--- src/rtl/ringpart_pkg.sv ---
`timescale 1ns/1ps
package ringpart_pkg;
  localparam int ELEM_W = 24;
  localparam int SET_W  = 10;
  localparam int LINE_B = 5;
  localparam int NPART  = 4;
  localparam int PID_W  = $clog2(NPART);

  typedef logic [ELEM_W-1:0] elem_t;
  typedef logic [SET_W-1:0]  set_t;
  typedef logic [PID_W-1:0]  pid_t;

  typedef struct packed {
    logic  vld;
    pid_t  dst;
    elem_t data;
  } flit_t;

  // global set: cache-line number folded into the set range
  function automatic set_t set_of(elem_t e);
    return e[LINE_B +: SET_W];
  endfunction

  // partition owning an element: top bits of its set
  function automatic pid_t owner_of(elem_t e);
    set_t s;
    s = set_of(e);
    return s[SET_W-1 -: PID_W];
  endfunction
endpackage

--- src/rtl/rp_fifo.sv ---
`timescale 1ns/1ps
module rp_fifo #(
  parameter int W     = 24,
  parameter int DEPTH = 4
) (
  input  logic         clk,
  input  logic         rst_n,
  input  logic         push,
  input  logic [W-1:0] din,
  input  logic         pop,
  output logic [W-1:0] dout,
  output logic         empty,
  output logic         full
);
  localparam int AW = (DEPTH > 1) ? $clog2(DEPTH) : 1;
  localparam int CW = $clog2(DEPTH + 1);

  logic [W-1:0]  mem [DEPTH];
  logic [AW-1:0] wr_ptr, rd_ptr;
  logic [CW-1:0] count;
  logic          do_push, do_pop;

  assign empty   = (count == '0);
  assign full    = (count == CW'(DEPTH));
  assign do_push = push && !full;
  assign do_pop  = pop && !empty;
  assign dout    = mem[rd_ptr];

  function automatic logic [AW-1:0] nxt(logic [AW-1:0] p);
    return (p == AW'(DEPTH - 1)) ? '0 : p + 1'b1;
  endfunction

  always_ff @(posedge clk) begin
    if (!rst_n) begin
      wr_ptr <= '0;
      rd_ptr <= '0;
      count  <= '0;
    end else begin
      if (do_push) wr_ptr <= nxt(wr_ptr);
      if (do_pop)  rd_ptr <= nxt(rd_ptr);
      if (do_push && !do_pop)      count <= count + 1'b1;
      else if (do_pop && !do_push) count <= count - 1'b1;
    end
  end

  always_ff @(posedge clk) begin
    if (do_push) mem[wr_ptr] <= din;
  end
endmodule

--- src/rtl/rp_ring_stage.sv ---
`timescale 1ns/1ps
module rp_ring_stage
  import ringpart_pkg::*;
#(
  parameter int PART_ID = 0
) (
  input  logic  clk,
  input  logic  rst_n,
  input  logic  rin_valid,
  input  pid_t  rin_dst,
  input  elem_t rin_data,
  input  logic  ej_full,
  input  logic  fwd_empty,
  input  elem_t fwd_head,
  output logic  rout_valid,
  output pid_t  rout_dst,
  output elem_t rout_data,
  output logic  ej_push,
  output logic  fwd_pop
);
  localparam pid_t MY_ID = pid_t'(PART_ID);

  logic  for_me;
  logic  pass_evt;
  flit_t nxt_flit, out_q;

  assign for_me   = rin_valid && (rin_dst == MY_ID);
  assign ej_push  = for_me && !ej_full;
  // foreign flits and own flits that cannot be ejected keep circulating
  assign pass_evt = rin_valid && !ej_push;
  assign fwd_pop  = !pass_evt && !fwd_empty;

  always_comb begin
    nxt_flit = '0;
    if (pass_evt) begin
      nxt_flit.vld  = 1'b1;
      nxt_flit.dst  = rin_dst;
      nxt_flit.data = rin_data;
    end else if (fwd_pop) begin
      nxt_flit.vld  = 1'b1;
      nxt_flit.dst  = owner_of(fwd_head);
      nxt_flit.data = fwd_head;
    end
  end

  always_ff @(posedge clk) begin
    if (!rst_n) out_q <= '0;
    else        out_q <= nxt_flit;
  end

  assign rout_valid = out_q.vld;
  assign rout_dst   = out_q.dst;
  assign rout_data  = out_q.data;
endmodule

--- src/rtl/rp_ins_arb.sv ---
`timescale 1ns/1ps
module rp_ins_arb
  import ringpart_pkg::*;
(
  input  logic  clk,
  input  logic  rst_n,
  input  logic  ej_empty,
  input  elem_t ej_head,
  input  logic  loc_empty,
  input  elem_t loc_head,
  input  logic  ins_ready,
  output logic  ins_valid,
  output elem_t ins_data,
  output logic  ej_pop,
  output logic  loc_pop
);
  logic hold_loc;
  logic grant_loc, grant_ej;

  // ring-delivered elements first, but never swap an element under stall
  assign grant_loc = !loc_empty && (hold_loc || ej_empty);
  assign grant_ej  = !ej_empty && !grant_loc;
  assign ins_valid = grant_loc || grant_ej;
  assign ins_data  = grant_loc ? loc_head : ej_head;
  assign ej_pop    = grant_ej && ins_ready;
  assign loc_pop   = grant_loc && ins_ready;

  always_ff @(posedge clk) begin
    if (!rst_n) hold_loc <= 1'b0;
    else        hold_loc <= grant_loc && !ins_ready;
  end
endmodule

--- src/rtl/ringpart_node.sv ---
`timescale 1ns/1ps
module ringpart_node #(
  parameter int PART_ID    = 0,
  parameter int FIFO_DEPTH = 4
) (
  input  logic                             clk,
  input  logic                             rst_n,
  input  logic                             pf_valid,
  input  logic [ringpart_pkg::ELEM_W-1:0]  pf_data,
  output logic                             pf_ready,
  input  logic                             rin_valid,
  input  logic [ringpart_pkg::PID_W-1:0]   rin_dst,
  input  logic [ringpart_pkg::ELEM_W-1:0]  rin_data,
  output logic                             rout_valid,
  output logic [ringpart_pkg::PID_W-1:0]   rout_dst,
  output logic [ringpart_pkg::ELEM_W-1:0]  rout_data,
  output logic                             ins_valid,
  output logic [ringpart_pkg::ELEM_W-1:0]  ins_data,
  output logic [ringpart_pkg::SET_W-1:0]   ins_set,
  input  logic                             ins_ready
);
  import ringpart_pkg::*;

  localparam pid_t MY_ID = pid_t'(PART_ID);

  // named internal events (also observed by the checker)
  logic  pf_local;
  logic  loc_push, fwd_push, ej_push;
  logic  loc_pop, fwd_pop, ej_pop;
  logic  loc_empty, fwd_empty, ej_empty;
  logic  loc_full, fwd_full, ej_full;
  elem_t loc_head, fwd_head, ej_head;

  // classifier
  assign pf_local = (owner_of(pf_data) == MY_ID);
  assign pf_ready = pf_local ? !loc_full : !fwd_full;
  assign loc_push = pf_valid && pf_ready && pf_local;
  assign fwd_push = pf_valid && pf_ready && !pf_local;

  rp_fifo #(.W(ELEM_W), .DEPTH(FIFO_DEPTH)) u_loc (
    .clk(clk), .rst_n(rst_n), .push(loc_push), .din(pf_data),
    .pop(loc_pop), .dout(loc_head), .empty(loc_empty), .full(loc_full)
  );

  rp_fifo #(.W(ELEM_W), .DEPTH(FIFO_DEPTH)) u_fwd (
    .clk(clk), .rst_n(rst_n), .push(fwd_push), .din(pf_data),
    .pop(fwd_pop), .dout(fwd_head), .empty(fwd_empty), .full(fwd_full)
  );

  rp_fifo #(.W(ELEM_W), .DEPTH(FIFO_DEPTH)) u_ej (
    .clk(clk), .rst_n(rst_n), .push(ej_push), .din(rin_data),
    .pop(ej_pop), .dout(ej_head), .empty(ej_empty), .full(ej_full)
  );

  rp_ring_stage #(.PART_ID(PART_ID)) u_ring (
    .clk(clk), .rst_n(rst_n),
    .rin_valid(rin_valid), .rin_dst(rin_dst), .rin_data(rin_data),
    .ej_full(ej_full), .fwd_empty(fwd_empty), .fwd_head(fwd_head),
    .rout_valid(rout_valid), .rout_dst(rout_dst), .rout_data(rout_data),
    .ej_push(ej_push), .fwd_pop(fwd_pop)
  );

  rp_ins_arb u_arb (
    .clk(clk), .rst_n(rst_n),
    .ej_empty(ej_empty), .ej_head(ej_head),
    .loc_empty(loc_empty), .loc_head(loc_head),
    .ins_ready(ins_ready), .ins_valid(ins_valid), .ins_data(ins_data),
    .ej_pop(ej_pop), .loc_pop(loc_pop)
  );

  assign ins_set = set_of(ins_data);
endmodule

--- config.mk ---
export PLATFORM = sky130hd
export DESIGN_NAME = ringpart_node
export DESIGN_NICKNAME = d
export VERILOG_FILES = /design/src/rtl/ringpart_pkg.sv /design/src/rtl/rp_fifo.sv /design/src/rtl/rp_ring_stage.sv /design/src/rtl/rp_ins_arb.sv /design/src/rtl/ringpart_node.sv
export SDC_FILE = /design/constraint.sdc
export NUM_CORES = 1
export LEC_CHECK = 0
export CAP_MARGIN = 40
export CORE_ASPECT_RATIO = 0.7
export CORE_MARGIN = 3
export CORE_UTILIZATION = 53
export DETAILED_ROUTE_END_ITERATION = 10
export PLACE_DENSITY = 0.75
export REMOVE_ABC_BUFFERS = 1
export SLEW_MARGIN = 10
export SYNTH_ARGS = -nofsm -noshare
export SYNTH_HDL_FRONTEND = slang
export SYNTH_SLANG_ARGS = --single-unit
export TNS_END_PERCENT = 10
--- constraint.sdc ---
create_clock -name clk -period 3.3 [get_ports clk]
set_input_delay 0.66 -clock clk [delete_from_list [all_inputs] [get_ports clk]]
set_output_delay 0.66 -clock clk [all_outputs]
set_load 0.01 [all_outputs]
==> run summary <==
Setup TNS - 0 ps
Startpoint types - flip-flop
Largest net degree at the start of global routing - 27
Synth top area share - 0.654
Yosys warning count - 0
Placeable Area - 24,100 µm²
Clk_skew - 15.0 ps
# diodes - 0
Area leader, netlist - edfxtp_1
Final Slew Violations - 0
Tot Pwr - 0.0124 W
Register bit total from synthesis - 343
CTS buffer count - 31
Static leakage - 5.20 nW
Initial Util - 0.549
Largest family of logic cells by synthesized area - multiplexers
Global-route usage over all layers - 0.209
CTS tree - yes
RSZ-0062 raised after global routing - true
DRT Wirelength - 28.2 mm
Nets - 853
Global-route wire length before repair - 42.8 mm
PortBufs - 117
CP Capture Type - output port
Post-route ant nets - 0
Max incr delay on CP - 520 ps
Clk sinks - 343
Crit path cell chain - buf_4 > mux4_2 > mux2_2 > clkdlybuf4s50_1
GPL Wtd Cong - 0.727
Hold Path Origin - u_fwd.count[2]$_SDFFE_PN0P_
Final hold vios - 0
Tcrit/Tclk final - 0.974
Mux cell area share after synthesis - 0.155
Placed insts - 1,062
Worst-Skew Late Latency - 550 ps
Adder-cell share of the synthesized area - 0.0216
Clock Root Buffer - clkbuf_16
Die height - 138 µm
CP Class - reg2out
Share of synthesized flip-flops with an asynchronous set or reset - 0
Worst slew margin - 0.534
# rows - 47
Area grow syn2layout - 19.3%
Post-Synthesis Cells - 636
Worst path arrival time - 2550 ps
Via count - 6,633
FMAX - 311 MHz
Worst Max-Slew Pin Slew - 697 ps
Hold-fix buffer count after cts - 0
R2R Path Start - u_ej.count[0]$_SDFFE_PN0P_
Initial antenna violation count - 3
Yosys cell types - 40
Post-synthesis xor/xnor area fraction - 0.00397
Top cells by area, synth - edfxtp_1 65%, mux4_2 11%, dfxtp_1 8.3%, mux2_2 2.0%, mux4_1 2.0%
# setup viols final - 0
Crit-path slowest cell - mux4_2
DIE AREA - 26,900 µm²
Longest Clk Path Bufs - 3
Top-count cell post-synth - edfxtp_1
Mapped Area - 13,200 µm²
Synth Area in Compound Gates - 0.0308
Ports - 118
Top_reg_cell synth - edfxtp_1
WP data required - 2640 ps
Critical Path Fanout Max - 6
Grt total ovfl - 0
Layout cells sized above 1 - 0.222
Routed wire length per instance - 25.2 µm
Maximum level of the CTS H-tree - 1
Minimum clock period - 3210 ps
Simple-gate portion of the synthesized area - 0.0251
Worst hold margin - 511 ps
Max-cap viol count - 0
Layout Cells excl Fill - 1,120
Vias in the first global route - 6,986
Drt pass-1 iters - 5
VDD IR max - 0.470 mV
PD cells - 783 nW/µm²
Synth Area per Inst - 20.8 µm²
Post-layout util - 0.655
Drt initial violations - 687
Clock-pin slew on the worst setup and hold paths - 70 ps
Status - completed
DRC viols - 0
HPWL after detailed placement - 17.2 mm
Die X - 195 µm
Post-CTS Setup Inserts - 0
HP Class - reg2reg
Seq/Total Area, Yosys - 0.737
Most frequent cells after synthesis - 288 x edfxtp_1, 62 x mux4_2, 55 x dfxtp_1, 26 x a32o_1, 24 x mux2_2
Via/cell ratio - 5.92
Post-synth EDFFs - 288
==> worst max-delay path, delay by kind of cell, from the launching register on <==
kind	cells	cell delay [ps]
buffers and inverters	2	740
multiplexers	2	830
flip-flops	1	440
==> kinds of logic after synthesis <==
kind of cell | Yosys count
AOI/OAI and AO/OA | 47
buffers and inverters | 54
and+or+nand+nor | 57
muxes | 108
DFF | 343
xor gates and xnor gates | 6
adders and majority gates | 21
==> repair_timing <==
item,in CTS,in global routing
resized for setup,1,0
setup endpoints to repair,1,1
endpoints found under the hold margin,0,0
pin swaps,0,0
==> stage by stage <==
stage | area [µm²] | setup slack (ps)
final | 15800 | 86.3
after global routing | 15800 | -0.128
after CTS | 15800 | 44.7
after detailed placement | 14800 | 237
after global placement | 14800 | 303
after floorplan | 12900 | 550
==> layout by cell type (no fill, tap or decap), types with 2 or more instances in the layout <==
| master | instances |
|---|---|
| mux4_1 | 10 |
| or3b_1 | 2 |
| o21a_1 | 3 |
| dfxtp_1 | 52 |
| buf_4 | 28 |
| fa_1 | 3 |
| mux2_2 | 24 |
| or3_4 | 2 |
| buf_12 | 3 |
| clkbuf_1 | 7 |
| mux4_2 | 62 |
| or4_1 | 2 |
| a21oi_1 | 6 |
| nor2_1 | 10 |
| inv_1 | 13 |
| mux2i_1 | 12 |
| nand2_1 | 13 |
| clkinv_2 | 7 |
| a32o_1 | 26 |
| and2_1 | 12 |
| clkbuf_8 | 3 |
| nor3b_1 | 3 |
| clkdlybuf4s50_1 | 116 |
| bufinv_16 | 2 |
| o21ai_0 | 7 |
| xor2_1 | 6 |
| ha_1 | 18 |
| clkinvlp_4 | 4 |
| or3_1 | 7 |
| edfxtp_1 | 288 |
| clkbuf_16 | 31 |
| dfxtp_2 | 3 |
==> layer usage <==
layer | vias to the layer above | track usage | wire length, µm
met5 | - | 0 | 30
met4 | 6 | 0.0454 | 569
met3 | 47 | 0.0443 | 2170
met2 | 285 | 0.333 | 13400
met1 | 3427 | 0.306 | 12000
li1 | 2868 | - | -
==> flip-flops by register name, summed over array words and instances, names as in the netlist, named ones only <==
signal,flops
u_fwd.count,3
u_ej.count,3
u_ring.rout_dst,2
u_fwd.wr_ptr,2
u_ej.mem,96
u_loc.rd_ptr,2
u_loc.wr_ptr,2
u_loc.count,3
u_ring.rout_data,24
u_fwd.mem,96
u_ej.wr_ptr,2
u_arb.hold_loc,1
u_ring.rout_valid,1
u_fwd.rd_ptr,2
u_ej.rd_ptr,2
u_loc.mem,96
==> final cells by class <==
class                   instances  area, µm²
repair buffers                149       1450
clock inverters                17        158
flip-flops and latches        343       9750
multi-input cells             239       3130
well taps                     318        398
inverters                      13       48.8
fillers                      1583       8330
clock buffers                  41        843
==> worst paths after layout <==
check | end | slack, ps | depth (start not counted)
min | u_fwd.count[2]$_SDFFE_PN0P_ | 510 | 2
max reg2reg | u_ej.count[2]$_SDFFE_PN0P_ | 890 | 8
max | ins_data[1] | 90 | 4
min reg2reg | u_fwd.count[2]$_SDFFE_PN0P_ | 510 | 2
==> power by group <==
part | internal [W] | switching [W] | leakage, nW
combinational | 0.00201 | 0.00163 | 1.66
sequential | 0.00502 | 0.000220 | 3.06
clock | 0.00197 | 0.00152 | 0.484
Note: power is estimated with default switching activity, not from simulation.
